[config.mk]
export PLATFORM = sky130hd
export DESIGN_NAME = act_mon
export DESIGN_NICKNAME = d
export VERILOG_FILES = /design/src/rtl/act_mon_pkg.sv /design/src/rtl/act_mon_ticker.sv /design/src/rtl/act_mon_hyst.sv /design/src/rtl/act_mon_chan.sv /design/src/rtl/act_mon.sv
export SDC_FILE = /design/constraint.sdc
export NUM_CORES = 2
export LEC_CHECK = 0
export ABC_AREA = 1
export BUFFER_PORTS_ARGS = -buffer_cell sky130_fd_sc_hd__buf_2
export CAP_MARGIN = 10
export CELL_PAD_IN_SITES_DETAIL_PLACEMENT = 0
export CELL_PAD_IN_SITES_GLOBAL_PLACEMENT = 1
export CORE_ASPECT_RATIO = 1.75
export CORE_MARGIN = 5
export CORE_UTILIZATION = 35
export CTS_CLUSTER_DIAMETER = 50
export DETAILED_ROUTE_END_ITERATION = 10
export PLACE_DENSITY_LB_ADDON = 0.1
export SLEW_MARGIN = 20
export SYNTH_ARGS = -nofsm -noshare
export SYNTH_HDL_FRONTEND = slang
export SYNTH_HIERARCHICAL = 1
export SYNTH_SLANG_ARGS = --single-unit
[constraint.sdc]
create_clock -name clk_i -period 9.6 [get_ports clk_i]
set_clock_uncertainty 0.2 [all_clocks]
set_input_delay 2.4 -clock clk_i [delete_from_list [all_inputs] [get_ports clk_i]]
set_output_delay 2.4 -clock clk_i [all_outputs]
set_load 0.01 [all_outputs]
[src/rtl/act_mon_pkg.sv]
package act_mon_pkg;
  localparam int REG_W     = 32;
  localparam int FLD_W     = 3;
  localparam int SPAN_LOG2 = 6;

  localparam logic [SPAN_LOG2-1:0] OFF_CTRL   = 6'h00;
  localparam logic [SPAN_LOG2-1:0] OFF_WM_HI  = 6'h04;
  localparam logic [SPAN_LOG2-1:0] OFF_WM_LO  = 6'h08;
  localparam logic [SPAN_LOG2-1:0] OFF_INIT   = 6'h0C;
  localparam logic [SPAN_LOG2-1:0] OFF_AVG_HI = 6'h10;
  localparam logic [SPAN_LOG2-1:0] OFF_AVG_LO = 6'h14;
  localparam logic [SPAN_LOG2-1:0] OFF_WEIGHT = 6'h18;
  localparam logic [SPAN_LOG2-1:0] OFF_AVG    = 6'h20;
  localparam logic [SPAN_LOG2-1:0] OFF_STATUS = 6'h24;

  localparam int B_EN  = 31;
  localparam int B_CUP = 30;
  localparam int B_CLO = 29;
  localparam int B_UPN = 26;
  localparam int B_LON = 23;
  localparam int B_AUP = 21;
  localparam int B_ALO = 20;
  localparam int B_PER = 18;
  localparam int B_K   = 10;

  typedef struct packed {
    logic             en;
    logic             cup;
    logic             clo;
    logic [FLD_W-1:0] up_n;
    logic [FLD_W-1:0] lo_n;
    logic             aup;
    logic             alo;
    logic             per;
    logic [FLD_W-1:0] k;
  } ctrl_t;

  function automatic ctrl_t ctrl_unpack(input logic [REG_W-1:0] w);
    ctrl_t c;
    c.en   = w[B_EN];
    c.cup  = w[B_CUP];
    c.clo  = w[B_CLO];
    c.up_n = w[B_UPN +: FLD_W];
    c.lo_n = w[B_LON +: FLD_W];
    c.aup  = w[B_AUP];
    c.alo  = w[B_ALO];
    c.per  = w[B_PER];
    c.k    = w[B_K +: FLD_W];
    return c;
  endfunction

  function automatic logic [REG_W-1:0] ctrl_pack(input ctrl_t c);
    logic [REG_W-1:0] w;
    w = '0;
    w[B_EN]            = c.en;
    w[B_CUP]           = c.cup;
    w[B_CLO]           = c.clo;
    w[B_UPN +: FLD_W]  = c.up_n;
    w[B_LON +: FLD_W]  = c.lo_n;
    w[B_AUP]           = c.aup;
    w[B_ALO]           = c.alo;
    w[B_PER]           = c.per;
    w[B_K +: FLD_W]    = c.k;
    return w;
  endfunction
endpackage

[src/rtl/act_mon_ticker.sv]
module act_mon_ticker #(
  parameter int PERIOD_W = 8
) (
  input  logic                clk_i,
  input  logic                rst_ni,
  input  logic                tick_i,
  input  logic [PERIOD_W-1:0] period_i,
  output logic                end_o
);
  logic [PERIOD_W-1:0] cnt_q;

  // >= keeps the divider live if the period shrinks mid-count
  assign end_o = tick_i && (cnt_q >= period_i);

  always_ff @(posedge clk_i or negedge rst_ni) begin
    if (!rst_ni)     cnt_q <= '0;
    else if (end_o)  cnt_q <= '0;
    else if (tick_i) cnt_q <= cnt_q + 1'b1;
  end

  a_r3_hold_between_ticks: assert property (@(posedge clk_i) disable iff (!rst_ni)
    !tick_i |=> $stable(cnt_q));
endmodule

[src/rtl/act_mon_hyst.sv]
module act_mon_hyst #(
  parameter int CNT_W = 3
) (
  input  logic             clk_i,
  input  logic             rst_ni,
  input  logic             en_i,
  input  logic             eval_i,
  input  logic             hit_i,
  input  logic [CNT_W-1:0] limit_i,
  output logic             fire_o
);
  logic [CNT_W-1:0] cnt_q;

  assign fire_o = en_i && eval_i && hit_i && (cnt_q == limit_i);

  always_ff @(posedge clk_i or negedge rst_ni) begin
    if (!rst_ni)                cnt_q <= '0;
    else if (!en_i)             cnt_q <= '0;
    else if (eval_i) begin
      if (!hit_i || fire_o)     cnt_q <= '0;
      else                      cnt_q <= cnt_q + 1'b1;
    end
  end

  a_r8_run_cleared: assert property (@(posedge clk_i) disable iff (!rst_ni)
    !en_i |=> cnt_q == '0);
endmodule

[src/rtl/act_mon_chan.sv]
module act_mon_chan
  import act_mon_pkg::*;
#(
  parameter logic [REG_W-1:0] WEIGHT_RST = 32'd1024
) (
  input  logic                 clk_i,
  input  logic                 rst_ni,
  input  logic                 sel_i,
  input  logic                 we_i,
  input  logic [SPAN_LOG2-1:0] off_i,
  input  logic [REG_W-1:0]     wdata_i,
  input  logic                 pulse_i,
  input  logic                 period_end_i,
  output logic [REG_W-1:0]     rdata_o,
  output logic                 irq_o
);
  ctrl_t            ctrl_q;
  logic [REG_W-1:0] wm_hi_q, wm_lo_q, init_q, avg_hi_q, avg_lo_q, weight_q;
  logic [REG_W-1:0] avg_q, acc_q;
  logic [3:0]       st_q;   // [3]=run high, [2]=run low, [1]=avg high, [0]=avg low

  logic wr, active, eval, init_wr, fire_up, fire_lo;
  logic [REG_W-1:0]      sample, avg_nxt;
  logic signed [REG_W:0] diff, step;
  logic [FLD_W:0]        shamt;
  logic [3:0]            st_set, st_clr, st_msk;

  assign wr      = sel_i && we_i;
  assign init_wr = wr && (off_i == OFF_INIT);
  assign active  = ctrl_q.en && ctrl_q.per;
  assign eval    = active && period_end_i;

  // a pulse in the closing cycle still belongs to the closing sample
  assign sample  = acc_q + ((pulse_i && active) ? weight_q : '0);
  assign shamt   = {1'b0, ctrl_q.k} + (FLD_W+1)'(1);
  assign diff    = $signed({1'b0, sample}) - $signed({1'b0, avg_q});
  assign step    = diff >>> shamt;
  assign avg_nxt = avg_q + step[REG_W-1:0];

  act_mon_hyst #(.CNT_W(FLD_W)) u_hyst_up (
    .clk_i, .rst_ni,
    .en_i   (ctrl_q.en && ctrl_q.cup),
    .eval_i (eval),
    .hit_i  (sample > wm_hi_q),
    .limit_i(ctrl_q.up_n),
    .fire_o (fire_up)
  );

  act_mon_hyst #(.CNT_W(FLD_W)) u_hyst_lo (
    .clk_i, .rst_ni,
    .en_i   (ctrl_q.en && ctrl_q.clo),
    .eval_i (eval),
    .hit_i  (sample < wm_lo_q),
    .limit_i(ctrl_q.lo_n),
    .fire_o (fire_lo)
  );

  assign st_set = {fire_up, fire_lo,
                   eval && ctrl_q.aup && (avg_nxt > avg_hi_q),
                   eval && ctrl_q.alo && (avg_nxt < avg_lo_q)};
  assign st_clr = (wr && off_i == OFF_STATUS) ? wdata_i[REG_W-1 -: 4] : 4'b0;
  assign st_msk = {ctrl_q.cup, ctrl_q.clo, ctrl_q.aup, ctrl_q.alo};
  assign irq_o  = |(st_q & st_msk);

  always_ff @(posedge clk_i or negedge rst_ni) begin
    if (!rst_ni) begin
      ctrl_q   <= '0;
      wm_hi_q  <= '0;
      wm_lo_q  <= '0;
      init_q   <= '0;
      avg_hi_q <= '0;
      avg_lo_q <= '0;
      weight_q <= WEIGHT_RST;
    end else if (wr) begin
      unique case (off_i)
        OFF_CTRL:   ctrl_q   <= ctrl_unpack(wdata_i);
        OFF_WM_HI:  wm_hi_q  <= wdata_i;
        OFF_WM_LO:  wm_lo_q  <= wdata_i;
        OFF_INIT:   init_q   <= wdata_i;
        OFF_AVG_HI: avg_hi_q <= wdata_i;
        OFF_AVG_LO: avg_lo_q <= wdata_i;
        OFF_WEIGHT: weight_q <= wdata_i;
        default: ;
      endcase
    end
  end

  always_ff @(posedge clk_i or negedge rst_ni) begin
    if (!rst_ni) begin
      acc_q <= '0;
      avg_q <= '0;
      st_q  <= '0;
    end else begin
      if (!ctrl_q.en)                acc_q <= '0;
      else if (eval)                 acc_q <= '0;
      else if (pulse_i && active)    acc_q <= acc_q + weight_q;

      if (init_wr)                   avg_q <= wdata_i;
      else if (eval)                 avg_q <= avg_nxt;

      st_q <= (st_q & ~st_clr) | st_set;
    end
  end

  always_comb begin
    rdata_o = '0;
    if (sel_i) begin
      unique case (off_i)
        OFF_CTRL:   rdata_o = ctrl_pack(ctrl_q);
        OFF_WM_HI:  rdata_o = wm_hi_q;
        OFF_WM_LO:  rdata_o = wm_lo_q;
        OFF_INIT:   rdata_o = init_q;
        OFF_AVG_HI: rdata_o = avg_hi_q;
        OFF_AVG_LO: rdata_o = avg_lo_q;
        OFF_WEIGHT: rdata_o = weight_q;
        OFF_AVG:    rdata_o = avg_q;
        OFF_STATUS: rdata_o = {st_q, {(REG_W-4){1'b0}}};
        default:    rdata_o = '0;
      endcase
    end
  end

  a_r12_idle_acc: assert property (@(posedge clk_i) disable iff (!rst_ni)
    !ctrl_q.en |=> acc_q == '0);
  a_r6_run_flag_on_period: assert property (@(posedge clk_i) disable iff (!rst_ni)
    $rose(st_q[3]) |-> $past(period_end_i));
  a_r4_avg_moves_on_cause: assert property (@(posedge clk_i) disable iff (!rst_ni)
    !$stable(avg_q) |-> $past(eval || init_wr));
endmodule

[src/rtl/act_mon.sv]
module act_mon
  import act_mon_pkg::*;
#(
  parameter int               NUM_CH      = 3,
  parameter int               ADDR_W      = 12,
  parameter int               PERIOD_W    = 8,
  parameter int               PERIOD_RST  = 11,
  parameter logic [REG_W-1:0] WEIGHT_RST  = 32'd1024,
  parameter int               GLB_TOP_BIT = 26,
  parameter int               CH_BASE     = 256
) (
  input  logic              clk_i,
  input  logic              rst_ni,
  input  logic              tick_i,
  input  logic [NUM_CH-1:0] act_pulse_i,
  input  logic              we_i,
  input  logic [ADDR_W-1:0] addr_i,
  input  logic [REG_W-1:0]  wdata_i,
  output logic [REG_W-1:0]  rdata_o,
  output logic [NUM_CH-1:0] irq_o
);
  localparam int BLK_W    = ADDR_W - SPAN_LOG2;
  localparam int BASE_BLK = CH_BASE >> SPAN_LOG2;
  localparam logic [ADDR_W-1:0] A_GLB_ST  = ADDR_W'(0);
  localparam logic [ADDR_W-1:0] A_GLB_PER = ADDR_W'(4);

  logic [PERIOD_W-1:0] period_q;
  logic                period_end;
  logic [REG_W-1:0]    rd_ch [NUM_CH];
  logic [REG_W-1:0]    glb_st;

  always_ff @(posedge clk_i or negedge rst_ni) begin
    if (!rst_ni)                            period_q <= PERIOD_W'(PERIOD_RST);
    else if (we_i && addr_i == A_GLB_PER)   period_q <= wdata_i[PERIOD_W-1:0];
  end

  act_mon_ticker #(.PERIOD_W(PERIOD_W)) u_ticker (
    .clk_i, .rst_ni, .tick_i,
    .period_i(period_q),
    .end_o   (period_end)
  );

  for (genvar i = 0; i < NUM_CH; i++) begin : g_ch
    logic sel;
    assign sel = (addr_i[ADDR_W-1:SPAN_LOG2] == BLK_W'(BASE_BLK + i));

    act_mon_chan #(.WEIGHT_RST(WEIGHT_RST)) u_chan (
      .clk_i, .rst_ni,
      .sel_i       (sel),
      .we_i,
      .off_i       (addr_i[SPAN_LOG2-1:0]),
      .wdata_i,
      .pulse_i     (act_pulse_i[i]),
      .period_end_i(period_end),
      .rdata_o     (rd_ch[i]),
      .irq_o       (irq_o[i])
    );
  end

  always_comb begin
    glb_st = '0;
    for (int i = 0; i < NUM_CH; i++) glb_st[GLB_TOP_BIT-i] = irq_o[i];
  end

  always_comb begin
    rdata_o = '0;
    if (addr_i == A_GLB_ST)  rdata_o = glb_st;
    if (addr_i == A_GLB_PER) rdata_o = REG_W'(period_q);
    for (int i = 0; i < NUM_CH; i++) rdata_o = rdata_o | rd_ch[i];
  end
endmodule

Word-level counts from Yosys, hierarchy flattened

Cells that the tools add are included.

Add/subtract/negate cells: 22
Bitwise gates (word level): 15
Mux-type cells: 49
Reduce and logical (&&, ||, !) cells: 98
Eq/ne operators: 27
Magnitude comparators: 13
Shift-type cells: 3

Operators by type and width:

| cell                                                              | number |
|---|---|
| 32-bit case mux with 9 select lines                               | 3 |
| 32-bit 2-to-1 mux                                                 | 22 |
| 32-bit adder                                                      | 9 |
| 32-bit > comparator                                               | 6 |
| 32-bit < comparator                                               | 6 |
| 33-bit by 4-bit >>> shifter with 32-bit output                    | 3 |
| 32-bit by 32-bit subtractor with 33-bit output                    | 3 |
| 32-bit bitwise OR                                                 | 3 |
| 1-bit logical AND                                                 | 56 |
| 3-bit 2-to-1 mux                                                  | 18 |
| 2-bit AND reduction                                               | 21 |
| 27-bit 2-to-1 mux                                                 | 1 |
| 4-bit AND                                                         | 6 |
| 6-bit by 3-bit == test with 1-bit output (second input constant)  | 4 |
| 3-bit by 1-bit adder with 3-bit output (second input constant)    | 6 |
| 3-bit == test                                                     | 6 |
| 6-bit by 5-bit == test with 1-bit output (second input constant)  | 3 |
| 8-bit 2-to-1 mux                                                  | 2 |
| 3-bit by 1-bit adder with 4-bit output (second input constant)    | 3 |
| 12-bit by 3-bit == test with 1-bit output (second input constant) | 1 |
| 6-bit by 4-bit == test with 1-bit output (second input constant)  | 2 |
| 6-bit == test (second input constant)                             | 2 |
| 12-bit logical NOT                                                | 1 |
| 4-bit 2-to-1 mux                                                  | 3 |
| other kinds (11)                                                  | 37 |

Word-level logic and storage cells: 289
Bits of input ports: 51
Bits in registers: 859
Output and inout port bits: 35

Depth between registers and ports, before layout

Depth in word-level cells: 11
Mapped depth: 61
Depth with buffers taken out: 59

Hierarchy

Netlist, hierarchy kept.

Modules (own cells, without submodules):

| module                        | times used | area each (um2) | cells an instance | seq. area each (um2) |
|---|---|---|---|---|
| act_mon_chan (g_ch[1].u_chan) | 1          | 22919.5         | 3219              | 6882.9 |
| act_mon_chan (g_ch[0].u_chan) | 1          | 22904.5         | 3181              | 6882.9 |
| act_mon_chan (g_ch[2].u_chan) | 1          | 22890.7         | 3211              | 6882.9 |
| act_mon_hyst                  | 6          | 246.5           | 37                | 75.1 |
| act_mon                       | 1          | 784.5           | 113               | 203.9 |
| act_mon_ticker                | 1          | 654.4           | 83                | 200.2 |

Least setup slack after synthesis

No wires, ideal clock.

Kind: input to register
Start point: input act_pulse_i[1]
End point: register g_ch[1].u_chan.st_q[1]
Data required time: 9.275 ns
Setup slack: 0.115 ns
Setup time: 0.125 ns
Path buffers: 2
Arrival time: 9.160 ns
Cell stages on the path: 54
Cells stage by stage: nand3_1 > clkbuf_1 > clkbuf_1 > nor2_1 > ha_1 > fa_1 > nand2_1 > o21ai_1 > nand2_1 > nand3_1 > nand2_1 > nand2_1 > nand2_1 > nand2_2 > nand2_1 > nand2_1 > a21boi_0 > o21bai_1 > [18 not listed] > nand2_1 > nand2_1 > nand2_1 > a21oi_2 > o21ai_0 > inv_1 > nand3_1 > and2_1 > ha_1 > nand2_1 > inv_1 > nand3_1 > nor2_1 > inv_1 > nor4_1 > inv_1 > o2111ai_1 > nand2_1

Longest elaborated chain between the ends: 9

Ends and longest elaborated chain:

| item                                           | line                | source |
|---|---|---|
| start: declaration                             | act_mon.sv:15       | `input logic [NUM_CH-1:0] act_pulse_i,` |
| 1-bit logical AND                              | act_mon_chan.sv:34  | `assign sample = acc_q + ((pulse_i && active) ? weight_q : '0);` |
| 32-bit 2-to-1 mux                              | act_mon_chan.sv:34  |  |
| 32-bit adder                                   | act_mon_chan.sv:34  |  |
| 32-bit by 32-bit subtractor with 33-bit output | act_mon_chan.sv:36  | `assign diff = $signed({1'b0, sample}) - $signed({1'b0, avg_q});` |
| 33-bit by 4-bit >>> shifter with 32-bit output | act_mon_chan.sv:37  | `assign step = diff >>> shamt;` |
| 32-bit adder                                   | act_mon_chan.sv:38  | `assign avg_nxt = avg_q + step[REG_W-1:0];` |
| 32-bit > comparator                            | act_mon_chan.sv:59  | `eval && ctrl_q.aup && (avg_nxt > avg_hi_q),` |
| 1-bit logical AND                              | act_mon_chan.sv:59  |  |
| 4-bit bitwise OR                               | act_mon_chan.sv:101 | `st_q <= (st_q & ~st_clr) \| st_set;` |
| end signal: assignment                         | act_mon_chan.sv:101 |  |
| end: declaration                               | act_mon_chan.sv:20  | `logic [3:0] st_q;` |

No other way between the ends.
A chain may end at the register's enable or synchronous reset.

Final worst setup path

Start point: input act_pulse_i[0]
End point: register g_ch[0].u_chan.st_q[1]

Longest elaborated chain between the ends: 9

Ends and longest elaborated chain:

| item                                           | line |
|---|---|
| 1-bit logical AND                              | act_mon_chan.sv:34 |
| 32-bit 2-to-1 mux                              | act_mon_chan.sv:34 |
| 32-bit adder                                   | act_mon_chan.sv:34 |
| 32-bit by 32-bit subtractor with 33-bit output | act_mon_chan.sv:36 |
| 33-bit by 4-bit >>> shifter with 32-bit output | act_mon_chan.sv:37 |
| 32-bit adder                                   | act_mon_chan.sv:38 |
| 32-bit > comparator                            | act_mon_chan.sv:59 |
| 1-bit logical AND                              | act_mon_chan.sv:59 |
| 4-bit bitwise OR                               | act_mon_chan.sv:101 |
| end signal: assignment                         | act_mon_chan.sv:101 |
| end: declaration                               | act_mon_chan.sv:20 |

No other way between the ends.

==> flow_metrics.env <==
export IMPL_run_status="finished, final reports clean"
export IMPL_clk_pin_slew_ns=0.06
export IMPL_grt_first_pass_wirelength_um=556000
export IMPL_sw_share_pct=29.9
export IMPL_route_vias_total=78405
export IMPL_fin_total_pwr_mw=9.59
export IMPL_clk_lat_worst_skew_ns=0.78
export IMPL_cts_buffers=113
export IMPL_max_slew_worst_pin_slew_ns=1.21
export IMPL_yosys_warnings=6
export IMPL_critical_path_peak_fanout=4
export IMPL_seqCellArea_um2=21500
export IMPL_grt_antenna_before_repair=36
export IMPL_synth_edf_count=0
export IMPL_critPathArrivalTime_ns=9.94
export IMPL_number_of_max_capacitance_violations_reported=0
export IMPL_ys_ff_latch=859
export IMPL_grt_pass1_vias=77993
export IMPL_power_internal_mw=6.73
export IMPL_final_fill_count=21118
export IMPL_layout_core_utilization_pct=46.4
export IMPL_drt_iter0_markers=5945
export IMPL_cellLeakagePower_nw=46.4
export IMPL_die_height_um=608
export IMPL_timing_max_slew_rel_slack_pct=19.2
export IMPL_cts_root_buffer="clkbuf_16"
export IMPL_drive_above_1_share_pct=24.8
export IMPL_power_combinational_fraction_pct=13.8
export IMPL_start_kind="input port"
export IMPL_cts_tree="yes"
export IMPL_timing_max_transition_violations_final=0
export IMPL_cts_sink_count=859
export IMPL_syn_cell_area_um2=71600
export IMPL_top_area_cell_type_share_of_the_netlist_area_pct=29.8
export IMPL_placeableCoreArea_um2=204000
export IMPL_finalWeightedCongestion=1.03
export IMPL_p_switching_mw=2.86
export IMPL_ir_drop_mv=0.150
export IMPL_globalRouteOverflowTotal=0
export IMPL_area_contributors_post_synth="dfrtp_1 30%, ha_1 13%, nand2_1 12%"
export IMPL_timing_reg2reg_setup_slack_ns=1.43
export IMPL_r2r_end="g_ch[2].u_chan/st_q[0]"
export IMPL_commonest_cells_after_routing_fill_and_taps_aside="2226 x nand2_1, 1528 x buf_4, 1363 x inv_1"
export IMPL_synthCells=10029
export IMPL_synth_nets=10863
export IMPL_yosysSeqAreaShare_pct=30.0
export IMPL_r2r_start="g_ch[2].u_chan/ctrl_q[3]"
export IMPL_critical_path_class="input port to flip-flop"
export IMPL_synthDistinctLibCells=83
export IMPL_report_final_hold_viol_count=0
export IMPL_fin_crit_ns=9.41
export IMPL_path_common_cell="buf_4"
export IMPL_yosys_area_top_type="dfrtp_1"
export IMPL_track_usage_pct=35.8
export IMPL_layout_cells_most_common="nand2_1"
export IMPL_clock_fmax_ghz=0.106
export IMPL_horizontal_extent_of_the_die_um=352
export IMPL_synth_main_ff_cell="dfrtp_1"
export IMPL_first_pass_iters=8
export IMPL_critPathCaptureType="flip-flop"
export IMPL_worst_path_largest_cell_delay_ns=0.31
export IMPL_area_of_the_die_um2=214000
export IMPL_timing_hold_worst_path_depth=2
export IMPL_via_per_inst=5.50
export IMPL_power_per_cell_area_nw_per_um2=101
export IMPL_setup_violations_final=0
export IMPL_top_level_ports=86
export IMPL_asyncSetResetFlopFracSynth_pct=100
export IMPL_layout_worst_path_cycle_share_pct=98.0
export IMPL_ff_to_ff_path_depth=48
export IMPL_syn_mean_instance_area_um2=7.14
export IMPL_min_path_type="flip-flop to flip-flop"
export IMPL_min_from="g_ch[2].u_chan/init_q[1]"
export IMPL_clkPwrFrac_pct=48.1
export IMPL_ant_nets=0
export IMPL_io_buffer_count=85
export IMPL_fin_setup_tns_ns=0
export IMPL_multi_input_area_um2=47900
export IMPL_totalWireLength_um=400000
export IMPL_std_cell_rows=219
export IMPL_pin_count_of_the_biggest_net_entering_global_routing=166
export IMPL_htree_levels=3
export IMPL_critPathRequiredTime_ns=10.13
export IMPL_drc=0
export IMPL_num_nets_final=12321
export IMPL_seq_power_share_pct=38.1
export IMPL_timing_hold_worst_endpoint="g_ch[2].u_chan/init_q[1]"
export IMPL_detailed_place_hpwl_um=330000
export IMPL_drt_wirelength_per_cell_um=28.1
export IMPL_start_util_pct=35.2
export IMPL_area_growth_synth_to_final_pct=32.0
export IMPL_clock_tree_buffer_depth=3
export IMPL_critical_path_slowest_cell="ha_1"
==> power groups by stage <==
| stage | Sequential, mW | Combinational (mW) | Clock [mW] |
|---|---|---|---|
| global placement | 3.72 | 1.20 | 0 |
| CTS | 3.65 | 1.23 | 4.68 |
| global route | 3.65 | 1.43 | 4.81 |
| detailed placement | 3.72 | 1.20 | 0 |
| finish | 3.65 | 1.33 | 4.61 |
| floorplan | 3.71 | 0.493 | 0 |
==> worst max-delay path, delay by kind of cell <==
kind | cells | cell delay, ns
xor gates and xnor gates | 2 | 0.31
adders and majority gates | 4 | 1.17
AOI/OAI and AO/OA | 13 | 2.04
and+or+nand+nor | 18 | 2.23
buffers and inverters | 12 | 1.74
==> through the flow <==
stage / instance area, um2 / instances / setup WS (ns) / hold WS [ns]
3_5_place_dp: 85300 / 13920 / -2.10 / 0.260
5_1_grt: 94500 / 14240 / -0.139 / 0.283
3_3_place_gp: 85300 / 13919 / -2.13 / 0.257
6_report: 94600 / 14256 / 0.190 / 0.272
2_1_floorplan: 71600 / 10029 / 0.115 / 0.238
4_1_cts: 90600 / 14161 / -0.0209 / 0.275
==> cell families (layout without fill, tap and decap cells) <==
kind of cell / after synthesis / in the layout / share of synthesized area, %
AO/OA/AOI/OAI: 2591 / 2591 / 21.1
XOR/XNOR: 266 / 266 / 3.29
adder cells (fa/ha/maj): 783 / 783 / 13.8
buffers and inverters: 1733 / 3290 / 9.30
flip-flops: 859 / 859 / 30.0
multiplexers: 8 / 8 / 0.112
other: 0 / 18 / 0
AND/OR/NAND/NOR: 3789 / 3789 / 22.4
==> state kept, by name (all words and copies together) (netlist names), 12 cells and up <==
name and count:
g_ch.u_chan/weight_q 96, g_ch.u_chan/avg_hi_q 96, g_ch.u_chan/wm_hi_q 96, g_ch.u_chan/ctrl_q 45
g_ch.u_chan/avg_q 96, g_ch.u_chan/init_q 96, g_ch.u_chan/wm_lo_q 96, g_ch.u_chan/avg_lo_q 96
g_ch.u_chan/st_q 12, g_ch.u_chan/acc_q 96
==> layer usage <==
layer,vias to the layer above,share of wire [%],global-route usage [%]
li1,36721,-,-
met1,37556,34,36.7
met2,2966,49,63.2
met3,1154,5.5,5.11
met4,8,12,32.6
met5,-,0.015,0
==> cell usage after synthesis (10+ instances only) <==
cell       instances
o21bai_1          47
nand2_2           69
o21ai_2           27
nand3_1          518
a31oi_1           63
a22oi_1           11
nor2_1           538
buf_1             22
clkbuf_1         209
o221ai_1          46
a2111oi_0         20
o21a_1            28
nand2_1         2357
a21boi_0          10
o211ai_1         115
nand3_2           27
ha_1             771
nor2_2            16
inv_2             37
or2_2             10
nor3_1            90
o2111ai_1         12
fa_1              12
o22ai_1          174
o21ai_1           51
nand4_1           70
a21o_1            39
inv_1           1385
a211oi_1          26
buf_2             58
a221oi_1          90
xor2_1           193
nor4_1            19
o21ai_0          967
dfrtp_1          853
a21oi_2           36
or3_1             21
a21oi_1          772
xnor2_1           69
==> area by class of cell <==
cell class / instances / share of cell area [%]
Antenna cell: 18 / 0.0476
Tap cell: 2652 / 3.51
Clock inverter: 73 / 0.924
Inverter: 1432 / 5.70
Sequential cell: 859 / 22.7
Timing Repair Buffer: 1644 / 13.1
Multi-Input combinational cell: 7437 / 50.7
Clock buffer: 141 / 3.27
==> worst max path at each step <==
stage | start | endpoint | slack (ns) | cells past startpoint
finish | act_pulse_i[0] | g_ch[0].u_chan/st_q[1] | 0.19 | 49
global route | act_pulse_i[1] | g_ch[1].u_chan/st_q[1] | -0.14 | 58
CTS | act_pulse_i[0] | g_ch[0].u_chan/st_q[1] | -0.02 | 55
detailed placement | act_pulse_i[0] | g_ch[0].u_chan/st_q[1] | -2.10 | 43
global placement | act_pulse_i[0] | g_ch[0].u_chan/st_q[1] | -2.13 | 43
floorplan | act_pulse_i[1] | g_ch[1].u_chan/st_q[1] | 0.11 | 54
==> repair_timing <==
item,4_1_cts,5_1_grt
setup endpoints to repair,6,6
pin swaps,53,293
gates resized for setup,211,713
gates cloned,1,3
setup buffers,26,76
hold buffers,0,0
Power figures use the tool's default switching activity.
